$ cat src/rtl/cpic_pkg.sv
package cpic_pkg;
    localparam int CPIC_LINES      = 8;
    localparam int CPIC_VEC_W      = 8;
    localparam int CPIC_CASC_INPUT = 2;
    localparam logic [7:0] CPIC_PRI_BASE  = 8'h08;
    localparam logic [7:0] CPIC_SEC_BASE  = 8'h70;
    localparam int CPIC_REDIR_LOCAL = 1;      // secondary local index of line 9
    localparam logic [7:0] CPIC_REDIR_VEC = 8'h0A;

    typedef enum logic { CTRL_PRI = 1'b0, CTRL_SEC = 1'b1 } ctrl_e;
endpackage

$ cat src/rtl/cpic_resolver.sv
module cpic_resolver #(
    parameter int N     = 8,
    parameter int IDX_W = $clog2(N)
) (
    input  logic [N-1:0]     req_i,
    input  logic [N-1:0]     isr_i,
    output logic             grant_o,
    output logic [IDX_W-1:0] grant_idx_o,
    output logic             busy_o,
    output logic [IDX_W-1:0] busy_idx_o
);
    // highest-priority (lowest index) line in service
    always_comb begin
        busy_o     = 1'b0;
        busy_idx_o = '0;
        for (int i = N - 1; i >= 0; i--) begin
            if (isr_i[i]) begin
                busy_o     = 1'b1;
                busy_idx_o = IDX_W'(i);
            end
        end
    end

    // highest-priority request that outranks everything in service
    always_comb begin
        grant_o     = 1'b0;
        grant_idx_o = '0;
        for (int i = N - 1; i >= 0; i--) begin
            if (req_i[i] && (!busy_o || (IDX_W'(i) < busy_idx_o))) begin
                grant_o     = 1'b1;
                grant_idx_o = IDX_W'(i);
            end
        end
    end
endmodule

$ cat src/rtl/cpic_vector.sv
module cpic_vector #(
    parameter int N          = 8,
    parameter int IDX_W      = $clog2(N),
    parameter int VEC_W      = 8,
    parameter int CASC       = 2,
    parameter int REDIR      = 1,
    parameter logic [VEC_W-1:0] PRI_BASE  = 8'h08,
    parameter logic [VEC_W-1:0] SEC_BASE  = 8'h70,
    parameter logic [VEC_W-1:0] REDIR_VEC = 8'h0A
) (
    input  logic [IDX_W-1:0] pri_idx_i,
    input  logic [IDX_W-1:0] sec_idx_i,
    input  logic             redirect_en_i,
    output logic [VEC_W-1:0] vec_o
);
    always_comb begin
        if (pri_idx_i == IDX_W'(CASC)) begin
            if (redirect_en_i && (sec_idx_i == IDX_W'(REDIR))) begin
                vec_o = REDIR_VEC;
            end else begin
                vec_o = SEC_BASE + VEC_W'(sec_idx_i);
            end
        end else begin
            vec_o = PRI_BASE + VEC_W'(pri_idx_i);
        end
    end
endmodule

$ cat src/rtl/cascade_pic.sv
module cascade_pic
    import cpic_pkg::*;
#(
    parameter int N     = CPIC_LINES,
    parameter int VEC_W = CPIC_VEC_W,
    parameter int CASC  = CPIC_CASC_INPUT,
    parameter int REDIR = CPIC_REDIR_LOCAL,
    parameter logic [VEC_W-1:0] PRI_BASE  = CPIC_PRI_BASE,
    parameter logic [VEC_W-1:0] SEC_BASE  = CPIC_SEC_BASE,
    parameter logic [VEC_W-1:0] REDIR_VEC = CPIC_REDIR_VEC
) (
    input  logic               clk,
    input  logic               rst_n,
    input  logic [2*N-1:0]     irq_i,
    input  logic               mask_we_i,
    input  logic [2*N-1:0]     mask_wdata_i,
    input  logic               redirect_en_i,
    output logic               int_o,
    input  logic               ack_i,
    output logic [VEC_W-1:0]   vector_o,
    input  logic               eoi_i
);
    localparam int TOTAL = 2 * N;
    localparam int IDX_W = $clog2(N);

    typedef struct packed {
        logic [TOTAL-1:0] mask;
        logic [TOTAL-1:0] isr;
        logic [VEC_W-1:0] vec;
    } state_t;

    state_t state_d, state_q;

    logic [TOTAL-1:0] mask_q;
    logic [TOTAL-1:0] isr_q;
    assign mask_q = state_q.mask;
    assign isr_q  = state_q.isr;

    logic [1:0][N-1:0]     req_arr;
    logic [1:0][N-1:0]     isr_arr;
    logic [1:0]            grant;
    logic [1:0][IDX_W-1:0] grant_idx;
    logic [1:0]            busy;
    logic [1:0][IDX_W-1:0] busy_idx;
    logic [VEC_W-1:0]      win_vec;

    // secondary sees its own masked lines; primary input CASC carries the cascade
    always_comb begin
        req_arr[CTRL_SEC] = irq_i[TOTAL-1:N] & ~state_q.mask[TOTAL-1:N];
        req_arr[CTRL_PRI] = irq_i[N-1:0] & ~state_q.mask[N-1:0];
        req_arr[CTRL_PRI][CASC] = grant[CTRL_SEC] & ~state_q.mask[CASC];
        isr_arr[CTRL_PRI] = state_q.isr[N-1:0];
        isr_arr[CTRL_SEC] = state_q.isr[TOTAL-1:N];
    end

    for (genvar g = 0; g < 2; g++) begin : g_ctrl
        cpic_resolver #(.N(N), .IDX_W(IDX_W)) u_res (
            .req_i       (req_arr[g]),
            .isr_i       (isr_arr[g]),
            .grant_o     (grant[g]),
            .grant_idx_o (grant_idx[g]),
            .busy_o      (busy[g]),
            .busy_idx_o  (busy_idx[g])
        );
    end

    cpic_vector #(
        .N(N), .IDX_W(IDX_W), .VEC_W(VEC_W), .CASC(CASC), .REDIR(REDIR),
        .PRI_BASE(PRI_BASE), .SEC_BASE(SEC_BASE), .REDIR_VEC(REDIR_VEC)
    ) u_vec (
        .pri_idx_i     (grant_idx[CTRL_PRI]),
        .sec_idx_i     (grant_idx[CTRL_SEC]),
        .redirect_en_i (redirect_en_i),
        .vec_o         (win_vec)
    );

    assign int_o    = grant[CTRL_PRI];
    assign vector_o = state_q.vec;

    always_comb begin
        state_d = state_q;

        if (mask_we_i) begin
            state_d.mask = mask_wdata_i;
        end

        // end-of-interrupt: retire the top line in overall order
        if (eoi_i && busy[CTRL_PRI]) begin
            if (busy_idx[CTRL_PRI] == IDX_W'(CASC)) begin
                if (busy[CTRL_SEC]) begin
                    state_d.isr[N + int'(busy_idx[CTRL_SEC])] = 1'b0;
                end
                if (state_d.isr[TOTAL-1:N] == '0) begin
                    state_d.isr[CASC] = 1'b0;
                end
            end else begin
                state_d.isr[busy_idx[CTRL_PRI]] = 1'b0;
            end
        end

        // acknowledge: latch vector and mark in service
        if (ack_i && grant[CTRL_PRI]) begin
            state_d.vec = win_vec;
            state_d.isr[grant_idx[CTRL_PRI]] = 1'b1;
            if (grant_idx[CTRL_PRI] == IDX_W'(CASC)) begin
                state_d.isr[N + int'(grant_idx[CTRL_SEC])] = 1'b1;
            end
        end
    end

    always_ff @(posedge clk) begin
        if (!rst_n) begin
            state_q.mask <= '1;
            state_q.isr  <= '0;
            state_q.vec  <= '0;
        end else begin
            state_q <= state_d;
        end
    end
endmodule

$ cat config.mk
export PLATFORM = sky130hd
export DESIGN_NAME = cascade_pic
export DESIGN_NICKNAME = d
export VERILOG_FILES = /design/src/rtl/cpic_pkg.sv /design/src/rtl/cpic_resolver.sv /design/src/rtl/cpic_vector.sv /design/src/rtl/cascade_pic.sv
export SDC_FILE = /design/constraint.sdc
export NUM_CORES = 1
export LEC_CHECK = 0
export BUFFER_PORTS_ARGS = -buffer_cell sky130_fd_sc_hd__buf_2
export CAP_MARGIN = 20
export CELL_PAD_IN_SITES_DETAIL_PLACEMENT = 1
export CELL_PAD_IN_SITES_GLOBAL_PLACEMENT = 2
export CORE_MARGIN = 5
export CORE_UTILIZATION = 29
export CTS_BUF_LIST = sky130_fd_sc_hd__clkbuf_4 sky130_fd_sc_hd__clkbuf_8
export CTS_CLUSTER_SIZE = 40
export DETAILED_ROUTE_END_ITERATION = 10
export GPL_ROUTABILITY_DRIVEN = 0
export PLACE_DENSITY = 0.85
export SLEW_MARGIN = 20
export SYNTH_ARGS = -nofsm -noshare
export SYNTH_HDL_FRONTEND = slang
export SYNTH_SLANG_ARGS = --single-unit
$ cat constraint.sdc
create_clock -name clk -period 2.4 [get_ports clk]
set_input_delay 0.48 -clock clk [delete_from_list [all_inputs] [get_ports clk]]
set_output_delay 0.48 -clock clk [all_outputs]
set_load 0.01 [all_outputs]
Word-level counts from Yosys, hierarchy flattened. Cells that the tools add are included. W data, S select, Z words.

Multiplexer cells: 82. Order comparisons: 24. Add/sub/neg operators: 4. Equal/unequal tests: 3. Bitwise logic cells: 12. Reduce and logical (&&, ||, !) cells: 42.

Operators by type and width (count): $mux W16 (6); $mux W3 (32); $mux W1 (37); $and A16 B16 Y16 (2); $lt A3 B3 Y1 const A (8); $mux W24 (1); $logic_and A1 B1 Y1 (23); $and A8 B8 Y8 (2); $logic_or A1 B1 Y1 (16); $mux W8 (2); $not A16 Y16 (1); $not A8 Y16 (1); $not A8 Y8 (2); $or A16 B16 Y16 (1); $or A16 B8 Y16 (1); $add A4 B3 Y5 const A (3); $lt A1 B3 Y1 const A (4); $lt A2 B3 Y1 const A (4); $ge A5 B1 Y1 const B (2); $lt A3 B5 Y1 const B (2); $lt A5 B5 Y1 const B (2); $add A7 B3 Y8 const A (1); $demux W1 S4 (2); $logic_not A8 Y1 (1); 7 further kinds (11).

Register bits: 40. Logic and storage cells: 170. Output and inout port bits: 9. Input port bits: 38.

Longest topological paths before layout. Gate-level depths: netlist (run 1).

Depth in word-level cells: 32. Mapped depth: 9. Mapped depth without buffers: 7.

By module. A second synthesis (run 1) with hierarchy kept.

Cell total of the unflattened synthesis: 310. Area, all modules: 2433.6 um^2.

By module, submodules not included: cascade_pic (seq. area each 800.8 um^2, times used 1, cells an instance 207, area an instance 1806.7 um^2); cpic_resolver (seq. area each 0.0 um^2, times used 2, cells an instance 44, area an instance 264.0 um^2); cpic_vector (seq. area each 0.0 um^2, times used 1, cells an instance 15, area an instance 98.8 um^2).

Worst setup path after synthesis (run 1). No wires, ideal clock.

Kind: flip-flop to flip-flop. Start: register state_q, in the netlist isr_arr[11]. End: register state_q, in the netlist isr_arr[1]. Period minus slack after synthesis: 2619 ps. Path slack: -219 ps. Library setup time: 72 ps. Arrival time: 2547 ps. Buffers on the path: 1. Stages on the path, launching flop included: 9. Required time: 2328 ps. Path through: dfxtp_1 or4_1 buf_2 or3_4 a2111oi_4 o31ai_2 and3b_1 or4_1 a21oi_1.

Cells in the longest elaborated chain, start to end: 28. Elaborated cells on any way between the ends: 87. Classes of those cells: 2 x add/sub; 14 x order compare; 1 x eq/ne; 43 x mux; 5 x bitwise; 22 x reduce/logical.

RTL lines: start, declared (line cascade_pic.sv:32) `state_t state_d, state_q;`; start signal, assigned (line cascade_pic.sv:117) `state_q <= state_d;`; $mux W3 / $mux W1 (equally long branches) (4 in series) (line cpic_resolver.sv:17) `if (isr_i[i]) begin`; $lt A3 B3 Y1 / $logic_not A1 Y1 (equally long branches) (line cpic_resolver.sv:29) `if (req_i[i] && (!busy_o || (IDX_W'(i) < busy_idx_o))) begin`; $logic_or A1 B1 Y1 (line cpic_resolver.sv:29); $logic_and A1 B1 Y1 (line cpic_resolver.sv:29); $mux W1 (8 in series) (line cpic_resolver.sv:29); $and A1 B1 Y1 (line cascade_pic.sv:51) `req_arr[CTRL_PRI][CASC] = grant[CTRL_SEC] & ~state_q.mask[CASC];`; $logic_and A1 B1 Y1 (line cpic_resolver.sv:29); $mux W3 (3 in series) (line cpic_resolver.sv:29); $lt A3 B5 Y1 (not written as such) / $ge A3 B1 Y1 (equally long branches) (line cascade_pic.sv:104) `state_d.isr[grant_idx[CTRL_PRI]] = 1'b1;`; $logic_and A1 B1 Y1 (not written as such) (line cascade_pic.sv:104); $mux W1 (not written as such) (line cascade_pic.sv:104); $demux W1 S3 (line cascade_pic.sv:104); $or A16 B8 Y16 (no line); $or A16 B16 Y16 (no line); $mux W16 (line cascade_pic.sv:105) `if (grant_idx[CTRL_PRI] == IDX_W'(CASC)) begin`; $mux W24 (*) (line cascade_pic.sv:102) `if (ack_i && grant[CTRL_PRI]) begin`.

Every way passes the cells marked *; elsewhere a longest branch is shown, timed or not. The select of a mux whose other input is x is not followed. A chain may end at the register's enable or synchronous reset.

Final worst setup path (run 1).
Start: register state_q, in the netlist isr_arr[11]. End: output port int_o.

Cells in the longest elaborated chain, start to end: 20. Elaborated cells on any way between the ends: 46. Classes of those cells: 8 x order compare; 19 x mux; 1 x bitwise; 18 x reduce/logical.

RTL lines: $mux W3 / $mux W1 (equally long branches) (4 in series) (line cpic_resolver.sv:17); $lt A3 B3 Y1 / $logic_not A1 Y1 (equally long branches) (line cpic_resolver.sv:29); $logic_or A1 B1 Y1 (line cpic_resolver.sv:29); $logic_and A1 B1 Y1 (line cpic_resolver.sv:29); $mux W1 (7 in series) (line cpic_resolver.sv:29); $mux W1 (*) (line cpic_resolver.sv:29); $and A1 B1 Y1 (*) (line cascade_pic.sv:51); $logic_and A1 B1 Y1 (*) (line cpic_resolver.sv:29); $mux W1 (*) (3 in series) (line cpic_resolver.sv:29); end, declared (line cascade_pic.sv:18) `output logic int_o,`.

Every way passes the cells marked *; elsewhere a longest branch is shown, timed or not.

==> results of run 1 <==
[synthesized netlist by cell type, types with 3 or more instances]
master / count
sky130_fd_sc_hd__a21oi_1: 17
sky130_fd_sc_hd__a31oi_1: 3
sky130_fd_sc_hd__a32o_1: 4
sky130_fd_sc_hd__buf_4: 3
sky130_fd_sc_hd__clkbuf_1: 10
sky130_fd_sc_hd__dfxtp_1: 37
sky130_fd_sc_hd__inv_1: 8
sky130_fd_sc_hd__mux2i_1: 14
sky130_fd_sc_hd__nand2_1: 32
sky130_fd_sc_hd__nand2b_1: 6
sky130_fd_sc_hd__nand3_1: 12
sky130_fd_sc_hd__nand4_1: 4
sky130_fd_sc_hd__nor2_1: 19
sky130_fd_sc_hd__nor2b_1: 8
sky130_fd_sc_hd__nor3_1: 3
sky130_fd_sc_hd__nor4_1: 3
sky130_fd_sc_hd__nor4b_1: 3
sky130_fd_sc_hd__o211ai_1: 5
sky130_fd_sc_hd__o21ai_0: 12
sky130_fd_sc_hd__o311ai_0: 3
sky130_fd_sc_hd__o31ai_1: 3
sky130_fd_sc_hd__or4_1: 3
[layout make-up]
type                    count  area [sq um]  area share [%]
repair buffers            102           681            22.2
inverters                   9          33.8            1.10
flip-flops and latches     37           742            24.2
clock inverters             1          5.00           0.163
clock buffers               7          96.3            3.14
multi-input cells         197          1390            45.2
well taps                  99           124            4.04
[worst max-delay path: stages (launching register included)]
cell and delay [ns]:
sky130_fd_sc_hd__dfxtp_2 0.33, sky130_fd_sc_hd__or4_4 0.54, sky130_fd_sc_hd__buf_4 0.17, sky130_fd_sc_hd__a211oi_1 0.35, sky130_fd_sc_hd__o21bai_4 0.24, sky130_fd_sc_hd__o31ai_4 0.10
sky130_fd_sc_hd__and3b_2 0.26, sky130_fd_sc_hd__nand2_2 0.07, sky130_fd_sc_hd__buf_6 0.10
[power by group]
| part | internal, mW | switching, mW | total [mW] |
|---|---|---|---|
| Combinational | 0.231 | 0.239 | 0.470 |
| Clock | 0.260 | 0.233 | 0.493 |
| Sequential | 0.645 | 0.0197 | 0.665 |
[how the worst min path moves through the flow]
stage / startpoint / endpoint / cells after the start
floorplan: mask_q[3]$_SDFFE_PN1P_ / mask_q[3]$_SDFFE_PN1P_ / 2
global placement: mask_q[0]$_SDFFE_PN1P_ / mask_q[0]$_SDFFE_PN1P_ / 2
detailed placement: mask_q[0]$_SDFFE_PN1P_ / mask_q[0]$_SDFFE_PN1P_ / 2
CTS: mask_wdata_i[0] / mask_q[0]$_SDFFE_PN1P_ / 3
global route: mask_wdata_i[8] / mask_q[8]$_SDFFE_PN1P_ / 3
finish: mask_wdata_i[15] / mask_q[15]$_SDFFE_PN1P_ / 3
[layout by cell type (no fill, tap or decap), types with 7 or more instances in the layout]
cell type / count
sky130_fd_sc_hd__a21oi_1: 15
sky130_fd_sc_hd__buf_2: 43
sky130_fd_sc_hd__buf_4: 53
sky130_fd_sc_hd__clkbuf_8: 7
sky130_fd_sc_hd__dfxtp_1: 36
sky130_fd_sc_hd__inv_1: 8
sky130_fd_sc_hd__mux2i_1: 14
sky130_fd_sc_hd__nand2_1: 31
sky130_fd_sc_hd__nand3_1: 10
sky130_fd_sc_hd__nor2_1: 19
sky130_fd_sc_hd__nor2b_1: 8
sky130_fd_sc_hd__o21ai_0: 7
[state kept, by name, indices dropped and copies added, names as in the netlist]
name	cells
vector_o	5
isr_arr	16
mask_q	16
[stage by stage]
stage	utilization (%)	TNS [ns]	area (sq um)	hold slack (ns)
final	42.5	-8.42	3070	0.398
after global placement	37.9	-5.44	2730	0.443
after detailed placement	37.9	-6.01	2730	0.454
after global routing	42.5	-10.82	3070	0.400
after CTS	41.4	-9.16	2990	0.396
after floorplan	-	-1.95	2130	0.432
[cells by family (layout without fill, tap and decap cells)]
group / after synthesis / count (layout) / synth area share, %
AO/OA/AOI/OAI: 75 / 75 / 26.9
adder cells (fa/ha/maj): 1 / 1 / 0.470
buffers and inverters: 26 / 119 / 5.23
flip-flops: 37 / 37 / 34.8
multiplexers: 14 / 14 / 6.58
other: 1 / 1 / 0.176
AND/OR/NAND/NOR: 106 / 106 / 25.8
[layer usage]
layer,GRT usage (%),vias up,share of wire [%]
met5,0,-,0
met1,20.8,1155,46
met3,2.29,9,2.7
li1,-,1152,-
met2,28.4,40,49
met4,4.27,0,1.6
[repair_timing]
item | CTS | global route
hold buffers | 0 | 0
endpoints found under the setup margin | 22 | 22
gates resized for setup | 21 | 14
setup buffers | 10 | 4
pin swaps | 12 | 13
==> out/qor.yml, run 1 <==
critical_path:
  endpoint: "int_o"
  critical_path.startpoint: "isr_arr[11]$_SDFF_PN0_"
  reg2regPathDepth: 9
  timing.reg2reg.setup_slack_ns: -0.49
  critical_path.max_fanout: 6
  crit_type: "register to primary output"
  crit_end_element: "primary output"
  critPathRequiredTime_ns: 1.92
  critical_path.reg2reg.endpoint: "isr_arr[6]$_SDFF_PN0_"
  worstSetupStartpointType: "register"
  crit_arrival_ns: 2.46
  regToRegStartpoint: "isr_arr[11]$_SDFF_PN0_"
placement:
  dp.cells: 431
  dp_worst_setup_slack_ns: -0.435
  port_buffers: 44
  hpwl_um: 5280
final_layout:
  area_delta_synth_final_pct: 44.1
  final_layout_size_suffix_gt1_share_pct: 38.5
  layout.nets: 390
  fillerInstances: 881
  insertedDiodeCount: 0
  fin_cells: 452
die:
  die_area_sq_um: 9150
  row_count: 31
  floorplan.core_area_sq_um: 7210
  die_width_um: 95.7
  initial_cell_density_of_the_core_pct: 29.5
  floorplan.io_pins: 47
  height_of_the_die_um: 95.7
timing:
  max_slew.worst_pin.slew_ns: 0.593
  timing.final.crit_share_pct: 122
  clock_skew_ns: 0.00649
  timing.final.crit_period_ns: 2.94
  rsz0062_at_grt: "yes"
  clock.fmax_ghz: 0.340
  worst_slack_ns: -0.538
  hold_viol_final: 0
  slew_headroom_pct: 60.1
  report.final.setup_viol: 22
  timing.final.max_slew_violations: 0
yosys:
  syn-instance-count: 260
  synth.yosys.seq_area_share_pct: 34.8
  synth_cell_types: 58
  synth_largest_area_cell: "sky130_fd_sc_hd__dfxtp_1"
  synth_edf_count: 0
  synth_top_cell_area_share_pct: 34.8
  syn_nets: 298
  ys_warn_count: 0
  synth_async_sr_flop_share_pct: 0
  synth.ff_latch_count: 37
  ys_top_cells_by_area: "sky130_fd_sc_hd__dfxtp_1, sky130_fd_sc_hd__mux2i_1, sky130_fd_sc_hd__nand2_1, sky130_fd_sc_hd__a21oi_1, sky130_fd_sc_hd__nor2_1"
  synthFlopType: "sky130_fd_sc_hd__dfxtp_1"
  syn-cell-area_sq_um: 2130
  avgSynthCellArea_sq_um: 8.19
clocking:
  clock_tree_from_tritoncts: "yes"
  cts_sinks: 37
  clock_latency_ns: 0.29
  clockRootBuffer: "sky130_fd_sc_hd__clkbuf_8"
  h_tree_level_count: 2
  cts_buffers: 5
  clock_edge_transition_at_the_registers_on_the_reported_setup_and_hold_paths_ns: 0.08
  cts_max_path_buffers: 2
run:
  maxCapViolCount: 0
routing:
  route.detailed.wl_per_inst_um: 16.2
  detail_route.vias_per_cell: 5.21
  drtIter0Drc: 87
  detail_route.first_pass.iterations: 4
  num_vias: 2356
  routed_wl_um: 7300
  detail_route.drc_violations: 0
  antenna_left: 0
power:
  leakagePower_nw: 1.31
  irDropWorstVdd_mv: 0.198
  totalPowerFinal_mw: 1.63
  cellPowerDensity_nw_per_um2: 531
global_route:
  grt_pass1_wl_um: 11600
  grt_util_all_layers_pct: 16.3
  grt_max_degree: 29
  first_global_vias: 2416
  global_route.overflow_total: 0
  number_of_antenna_violations_at_the_first_check_in_global_routing: 0
run_status:
  violations: "setup timing"
  run_status: "finished, violations left"
hold_path:
  worst_hold_path_type: "primary input to register"
Note: power is estimated with default switching activity, not from simulation.
==> inputs of run 2 (changes only) <==
--- a/config.mk
+++ b/config.mk
@@ -5,17 +5,18 @@
 export SDC_FILE = /design/constraint.sdc
 export NUM_CORES = 1
 export LEC_CHECK = 0
+export ABC_AREA = 1
 export BUFFER_PORTS_ARGS = -buffer_cell sky130_fd_sc_hd__buf_2
 export CAP_MARGIN = 20
 export CELL_PAD_IN_SITES_DETAIL_PLACEMENT = 1
 export CELL_PAD_IN_SITES_GLOBAL_PLACEMENT = 2
 export CORE_MARGIN = 5
-export CORE_UTILIZATION = 29
+export CORE_UTILIZATION = 27
 export CTS_BUF_LIST = sky130_fd_sc_hd__clkbuf_4 sky130_fd_sc_hd__clkbuf_8
 export CTS_CLUSTER_SIZE = 40
 export DETAILED_ROUTE_END_ITERATION = 10
 export GPL_ROUTABILITY_DRIVEN = 0
-export PLACE_DENSITY = 0.85
+export PLACE_DENSITY = 0.86
 export SLEW_MARGIN = 20
 export SYNTH_ARGS = -nofsm -noshare
 export SYNTH_HDL_FRONTEND = slang
==> constraint.sdc (replaced) <==
create_clock -name clk -period 2.65 [get_ports clk]
set_input_delay 0.53 -clock clk [delete_from_list [all_inputs] [get_ports clk]]
set_output_delay 0.53 -clock clk [all_outputs]
set_load 0.01 [all_outputs]
==> run 2 against run 1 <==
  * Setup slack gained 0.69 ns
  * Utilization shrank 9.5 points
  * Count of clock-buffer cells in the layout is the same
  * The flow now finishes without violations
  * Hold slack gained 0.047 ns
==> out/qor.yml, run 2 <==
run_status:
  run_status: "completed"
final_layout:
  final_util_pct: 33.0  # -9.5 points
  final_layout_size_suffix_gt1_share_pct: 25.0  # -14 points
  fin_cells: 497  # +10%
  layout_commonest_cell: "sky130_fd_sc_hd__nand2_1"
  final_cell_mix: "sky130_fd_sc_hd__nand2_1, sky130_fd_sc_hd__inv_1, sky130_fd_sc_hd__buf_2"
  layout.nets: 430  # +10%
  insertedDiodeCount: 0  # unchanged
  area_delta_synth_final_pct: 19.2
timing:
  clock.fmax_ghz: 0.400
  timing.final.crit_share_pct: 94.4
  timing.final.max_slew_violations: 0  # unchanged
  fin_setup_tns_ns: 0  # +8.42 ns
  report.final.setup_viol: 0  # -100%
  clock_skew_ns: 0.00149  # -0.00500 ns
  worst_slack_ns: 0.148  # +0.685 ns
  max_slew.worst_pin.slew_ns: 0.802  # +0.208 ns
  timing.final.crit_period_ns: 2.50
  hold_viol_final: 0  # unchanged
  rsz0062_at_grt: "no"
  slew_headroom_pct: 46.5  # -14 points
die:
  row_count: 33  # +6.5%
  die_width_um: 102  # +6.1%
  die_area_sq_um: 10300  # +13%
  initial_cell_density_of_the_core_pct: 27.7  # -1.8 points
  height_of_the_die_um: 102  # +6.1%
  floorplan.core_area_sq_um: 8180  # +13%
  floorplan.io_pins: 47  # unchanged
critical_path:
  crit_arrival_ns: 1.97  # -0.49 ns
  worstSetupStartpointType: "register"
  critPathRequiredTime_ns: 2.12  # +0.20 ns
  critical_path.max_fanout: 4  # -2
  reg2regPathDepth: 14  # +5
  crit_type: "register to primary output"
  crit_end_element: "primary output"
global_route:
  most_crowded_layer_gr: "met2"
  grt.met3_usage_pct: 2.27  # -0.016 points
  grt_util_met2_pct: 22.9  # -5.5 points
  number_of_antenna_violations_at_the_first_check_in_global_routing: 0  # unchanged
  global_route.overflow_total: 0  # unchanged
  grt_pass1_wl_um: 11300  # -2.7%
  grt_max_degree: 22  # -24%
  grt_util_all_layers_pct: 13.6  # -2.7 points
  first_global_vias: 2457  # +1.7%
  gr-usage-met1_pct: 17.8  # -2.9 points
placement:
  hpwl_um: 5210  # -1.2%
  dp_worst_setup_slack_ns: 0.342  # +0.777 ns
  port_buffers: 44  # unchanged
  dp.cells: 488  # +13%
yosys:
  netlist_top_cells_count: "sky130_fd_sc_hd__nand2_1, sky130_fd_sc_hd__inv_1, sky130_fd_sc_hd__dfxtp_1"
  synth_top_cell_area_share_pct: 32.7  # -2.1 points
  synth.ff_latch_count: 37  # unchanged
  synth_cell_types: 34  # -41%
  ys_top_cells_by_area: "sky130_fd_sc_hd__dfxtp_1, sky130_fd_sc_hd__nand2_1, sky130_fd_sc_hd__inv_1, sky130_fd_sc_hd__nand3_1, sky130_fd_sc_hd__a21oi_1"
  synth_largest_area_cell: "sky130_fd_sc_hd__dfxtp_1"
  synth_edf_count: 0  # unchanged
  synth.yosys.seq_area_share_pct: 32.7  # -2.1 points
  synthFlopType: "sky130_fd_sc_hd__dfxtp_1"
  syn-cell-area_sq_um: 2260  # +6.3%
  yosysMostFrequentCell: "sky130_fd_sc_hd__nand2_1"
  avgSynthCellArea_sq_um: 6.48  # -21%
  synth_async_sr_flop_share_pct: 0  # unchanged
  syn-instance-count: 349  # +34%
  syn_nets: 387  # +30%
  ys_warn_count: 0  # unchanged
routing:
  routed_wl_um: 6570  # -10%
  detail_route.first_pass.iterations: 4  # unchanged
  num_vias: 2317  # -1.7%
  antenna_left: 0  # unchanged
  detail_route.vias_per_cell: 4.66  # -11%
  detail_route.drc_violations: 0  # unchanged
  drtIter0Drc: 121  # +39%
  route.detailed.wl_per_inst_um: 13.2  # -18%
hold_path:
  worstHoldPathCells: 3  # unchanged
  worst_hold_path_type: "primary input to register"
clocking:
  clockRootBuffer: "sky130_fd_sc_hd__clkbuf_8"
  clock_tree_from_tritoncts: "yes"
  cts_max_path_buffers: 2  # unchanged
  h_tree_level_count: 2  # unchanged
  cts_buffers: 5  # unchanged
  clock_edge_transition_at_the_registers_on_the_reported_setup_and_hold_paths_ns: 0.07  # about the same
  clock_latency_ns: 0.29  # about the same
  cts_hold_repair.buffers: 0  # unchanged
  cts_sinks: 37  # unchanged
power:
  cellPowerDensity_nw_per_um2: 649  # +22%
  net-switching-power_mw: 0.692  # +41%
  power.switching_fraction_pct: 39.5  # +9.3 points
  irDropWorstVdd_mv: 0.177  # -10%
  internal_power_mw: 1.06  # -6.8%
  p_seq_share_pct: 36.3  # -4.5 points
  combinationalPowerShare_pct: 39.4  # +10 points
  leakagePower_nw: 1.31  # +0.27%
  clock_power_share_pct: 24.3  # -6.0 points
run:
  maxCapViolCount: 0  # unchanged
## run 2: path summary, 6_finish.rpt
| kind | startpoint | endpoint | slack (ns) |
|---|---|---|---|
| worst min register to register | mask_q[6]$_SDFFE_PN1P_ | mask_q[6]$_SDFFE_PN1P_ | 0.46 |
| worst max register to register | isr_arr[8]$_SDFF_PN0_ | isr_arr[10]$_SDFF_PN0_ | 0.27 |
| worst min-delay path | mask_wdata_i[6] | mask_q[6]$_SDFFE_PN1P_ | 0.45 |
| worst max-delay path | isr_arr[6]$_SDFF_PN0_ | int_o | 0.15 |
## run 2: metal layers
layer / routed length, um / vias to the layer above
li1: - / 1194
met1: 3180 / 1069
met2: 3060 / 44
met3: 234 / 10
met4: 89 / 0
met5: 0 / -
## run 2: critical path, cell delays in order, from the launching register on
cell and delay, ns:
sky130_fd_sc_hd__dfxtp_2 0.38, sky130_fd_sc_hd__nor2_1 0.06, sky130_fd_sc_hd__o21bai_1 0.15, sky130_fd_sc_hd__nand2_1 0.08, sky130_fd_sc_hd__nand2_1 0.07, sky130_fd_sc_hd__nand2_2 0.07, sky130_fd_sc_hd__nand2_2 0.12, sky130_fd_sc_hd__nand2_2 0.09
sky130_fd_sc_hd__a21oi_2 0.17, sky130_fd_sc_hd__nand3_1 0.13, sky130_fd_sc_hd__inv_1 0.12, sky130_fd_sc_hd__nand3_4 0.10, sky130_fd_sc_hd__buf_6 0.15
## run 2: timing repair
item	4_1_cts	5_1_grt
setup endpoints to repair	0	1
gates resized for setup	0	8
hold endpoints to repair	0	0
setup buffers	0	2
## run 2: per-stage QoR
step           power (mW)  hold slack, ns  area [sq um]
3_5_place_dp         1.32           0.448          2560
6_report             1.75           0.445          2700
3_3_place_gp         1.30           0.438          2560
2_1_floorplan        1.15           0.420          2260
5_1_grt              1.88           0.445          2700
4_1_cts              1.75           0.441          2660
## run 2: layout make-up
type | count | area [sq um]
sequential | 37 | 744
inverter | 51 | 191
multi-input combinational | 251 | 1300
timing repair buffer | 46 | 241
tap | 105 | 131
clock buffer | 7 | 90.1
fill | 1085 | 5480
## run 2: logic make-up (layout without fill, tap and decap cells)
logic type | count (synthesis) | after routing | share of synthesized area [%]
AO/OA/AOI/OAI | 56 | 56 | 14.2
buffers and inverters | 61 | 104 | 10.6
flip-flops | 37 | 37 | 32.7
other | 1 | 1 | 0.166
AND/OR/NAND/NOR | 194 | 194 | 42.3
## run 2: power by group through the flow
stage,clock network [mW],registers (mW),logic [mW]
6_report,0.425,0.636,0.689
5_1_grt,0.461,0.643,0.780
4_1_cts,0.439,0.637,0.674
3_5_place_dp,0,0.649,0.671
3_3_place_gp,0,0.647,0.652
2_1_floorplan,0,0.647,0.499
==> inputs of run 3 (changes only) <==
--- a/config.mk
+++ b/config.mk
@@ -17,6 +17,7 @@
 export DETAILED_ROUTE_END_ITERATION = 10
 export GPL_ROUTABILITY_DRIVEN = 0
 export PLACE_DENSITY = 0.86
+export REMOVE_ABC_BUFFERS = 1
 export SLEW_MARGIN = 20
 export SYNTH_ARGS = -nofsm -noshare
 export SYNTH_HDL_FRONTEND = slang
==> run 3 against run 2 <==
  * Non-clock buffer count increased by 1
  * Sequential share of layout area decreased by 0.18 points
  * Maximum frequency up 1.2%
  * Die area unchanged
  * Hold slack about the same
  * Utilization grew 0.21 points
  * Critical path type unchanged
==> out/qor.yml, run 3 (same netlist as run 2, synthesis figures left out) <==
run_status:
  run_status: "completed"
final_layout:
  layout_commonest_cell: "sky130_fd_sc_hd__nand2_1"
  fin_cells: 499  # +0.40%
  layout.nets: 431  # +0.23%
  final_util_pct: 33.2  # +0.21 points
  area_delta_synth_final_pct: 20.0
  post-route-cell-area_sq_um: 2720  # +0.65%
  insertedDiodeCount: 0  # unchanged
  final_layout_size_suffix_gt1_share_pct: 26.1  # +1.1 points
  final_cell_mix: "sky130_fd_sc_hd__nand2_1, sky130_fd_sc_hd__inv_1, sky130_fd_sc_hd__buf_2"
routing:
  detail_route.first_pass.iterations: 4  # unchanged
  drtIter0Drc: 67  # -45%
  detail_route.drc_violations: 0  # unchanged
  route.detailed.wl_per_inst_um: 13.0  # -1.9%
  num_vias: 2313  # -0.17%
  detail_route.vias_per_cell: 4.64  # -0.57%
  routed_wl_um: 6470  # -1.5%
  antenna_left: 0  # unchanged
global_route:
  grt_util_all_layers_pct: 13.2  # -0.32 points
  grt_max_degree: 22  # unchanged
  first_global_vias: 2369  # -3.6%
  global_route.overflow_total: 0  # unchanged
  grt_pass1_wl_um: 10900  # -3.6%
  number_of_antenna_violations_at_the_first_check_in_global_routing: 0  # unchanged
timing:
  worst_slack_ns: 0.177  # +0.0293 ns
  clock_skew_ns: 0.00568  # +0.00419 ns
  hold_viol_final: 0  # unchanged
  timing.final.crit_share_pct: 93.3  # -1.1 points
  report.final.setup_viol: 0  # unchanged
  slew_headroom_pct: 50.4  # +3.9 points
  max_slew.worst_pin.slew_ns: 0.743  # -0.0588 ns
  timing.final.crit_period_ns: 2.47  # -0.0293 ns
  clock.fmax_ghz: 0.404  # +1.2%
  timing.final.max_slew_violations: 0  # unchanged
hold_path:
  worst_hold_path_type: "primary input to register"
die:
  row_count: 33  # unchanged
  die_area_sq_um: 10300  # unchanged
  die_width_um: 102  # unchanged
  initial_cell_density_of_the_core_pct: 27.7  # unchanged
  floorplan.core_area_sq_um: 8180  # unchanged
  floorplan.io_pins: 47  # unchanged
  height_of_the_die_um: 102  # unchanged
critical_path:
  critical_path.max_stage_delay_ns: 0.39  # about the same
  cp_num_buf_inv: 3  # +1
  critical_path.max_fanout: 5  # +1
  worst_path_dominant_cell_family: "simple AND/OR/NAND/NOR gates"
  crit_path_cell_trace: "inv_2 -> nand2_4 -> nor2_4 -> inv_2 -> nor3b_1 -> a21oi_2 -> nand3_2 -> nand2_4 -> nand3_4 -> buf_6"
  crit_arrival_ns: 1.94  # -0.03 ns
  worstSetupStartpointType: "register"
  crit_end_element: "primary output"
  crit_type: "register to primary output"
  critPathRequiredTime_ns: 2.12  # about the same
  cp_slowest_cell: "sky130_fd_sc_hd__dfxtp_1"
clocking:
  clock_edge_transition_at_the_registers_on_the_reported_setup_and_hold_paths_ns: 0.07  # about the same
  cts_sinks: 37  # unchanged
  cts_hold_repair.buffers: 0  # unchanged
  cts_max_path_buffers: 2  # unchanged
  cts_buffers: 5  # unchanged
  h_tree_level_count: 2  # unchanged
  clock_tree_from_tritoncts: "yes"
  clock_latency_ns: 0.29  # about the same
  clockRootBuffer: "sky130_fd_sc_hd__clkbuf_8"
placement:
  port_buffers: 44  # unchanged
  hpwl_um: 5060  # -2.8%
  dp.cells: 489  # +0.20%
  placed_area_sq_um: 2570  # +0.29%
  dp_worst_setup_slack_ns: 0.393  # +0.0508 ns
power:
  irDropWorstVdd_mv: 0.204  # +15%
  totalPowerFinal_mw: 1.75  # about the same
  leakagePower_nw: 1.32  # +0.50%
  cellPowerDensity_nw_per_um2: 645  # -0.61%
run:
  maxCapViolCount: 0  # unchanged
## run 3: cell count changes in the layout (fill, tap and decap cells not counted)
cell	change
sky130_fd_sc_hd__buf_4	+1
sky130_fd_sc_hd__nand2_1	-2
sky130_fd_sc_hd__a21oi_1	-1
sky130_fd_sc_hd__clkbuf_4	+2
sky130_fd_sc_hd__clkbuf_8	-1
sky130_fd_sc_hd__a21oi_2	+1
sky130_fd_sc_hd__nand2_2	+2
## run 3: cell type report
type	instances	area, sq um
Tap cell	105	131
Clock buffer	8	91.3
Multi-Input combinational cell	251	1310
Timing Repair Buffer	47	249
Inverter	51	191
Sequential cell	37	744
Fill cell	1083	5460
## run 3: timing repair
item | 4_1_cts | 5_1_grt
buffers inserted | 0 | 2
gates resized for setup | 0 | 11
setup endpoints to repair | 0 | 1
## run 3: path summary, 6_finish.rpt
kind,startpoint,to,slack [ns],cells past startpoint
max,isr_arr[8]$_SDFF_PN0_,int_o,0.18,10
min,mask_wdata_i[10],mask_q[10]$_SDFFE_PN1P_,0.44,3
max reg2reg,isr_arr[8]$_SDFF_PN0_,isr_arr[14]$_SDFF_PN0_,0.32,16
min reg2reg,mask_q[9]$_SDFFE_PN1P_,mask_q[9]$_SDFFE_PN1P_,0.46,2
## run 3: power by group
group          leakage, nW  internal [mW]  switching, mW  total, mW
Combinational        0.964          0.240          0.455      0.695
Clock               0.0498          0.218          0.202      0.419
Sequential           0.306          0.606         0.0313      0.637
## run 3: per-stage QoR
step	hold WS [ns]	TNS, ns
after floorplan	0.420	0
after global placement	0.439	0
after detailed placement	0.445	0
after CTS	0.439	0
after global routing	0.440	-0.0186
final	0.445	0
## run 3: routing by layer
layer	GRT usage [%]	wire length [um]	vias up
met5	0	0	-
met4	4.70	109	0
met3	2.55	287	8
met2	21.6	2970	44
met1	17.4	3100	1061
li1	-	-	1200
## run 3: worst min-delay path, stage by stage
cell and delay, ns:
sky130_fd_sc_hd__buf_2 0.08, sky130_fd_sc_hd__nand2_1 0.04, sky130_fd_sc_hd__nand3_1 0.06
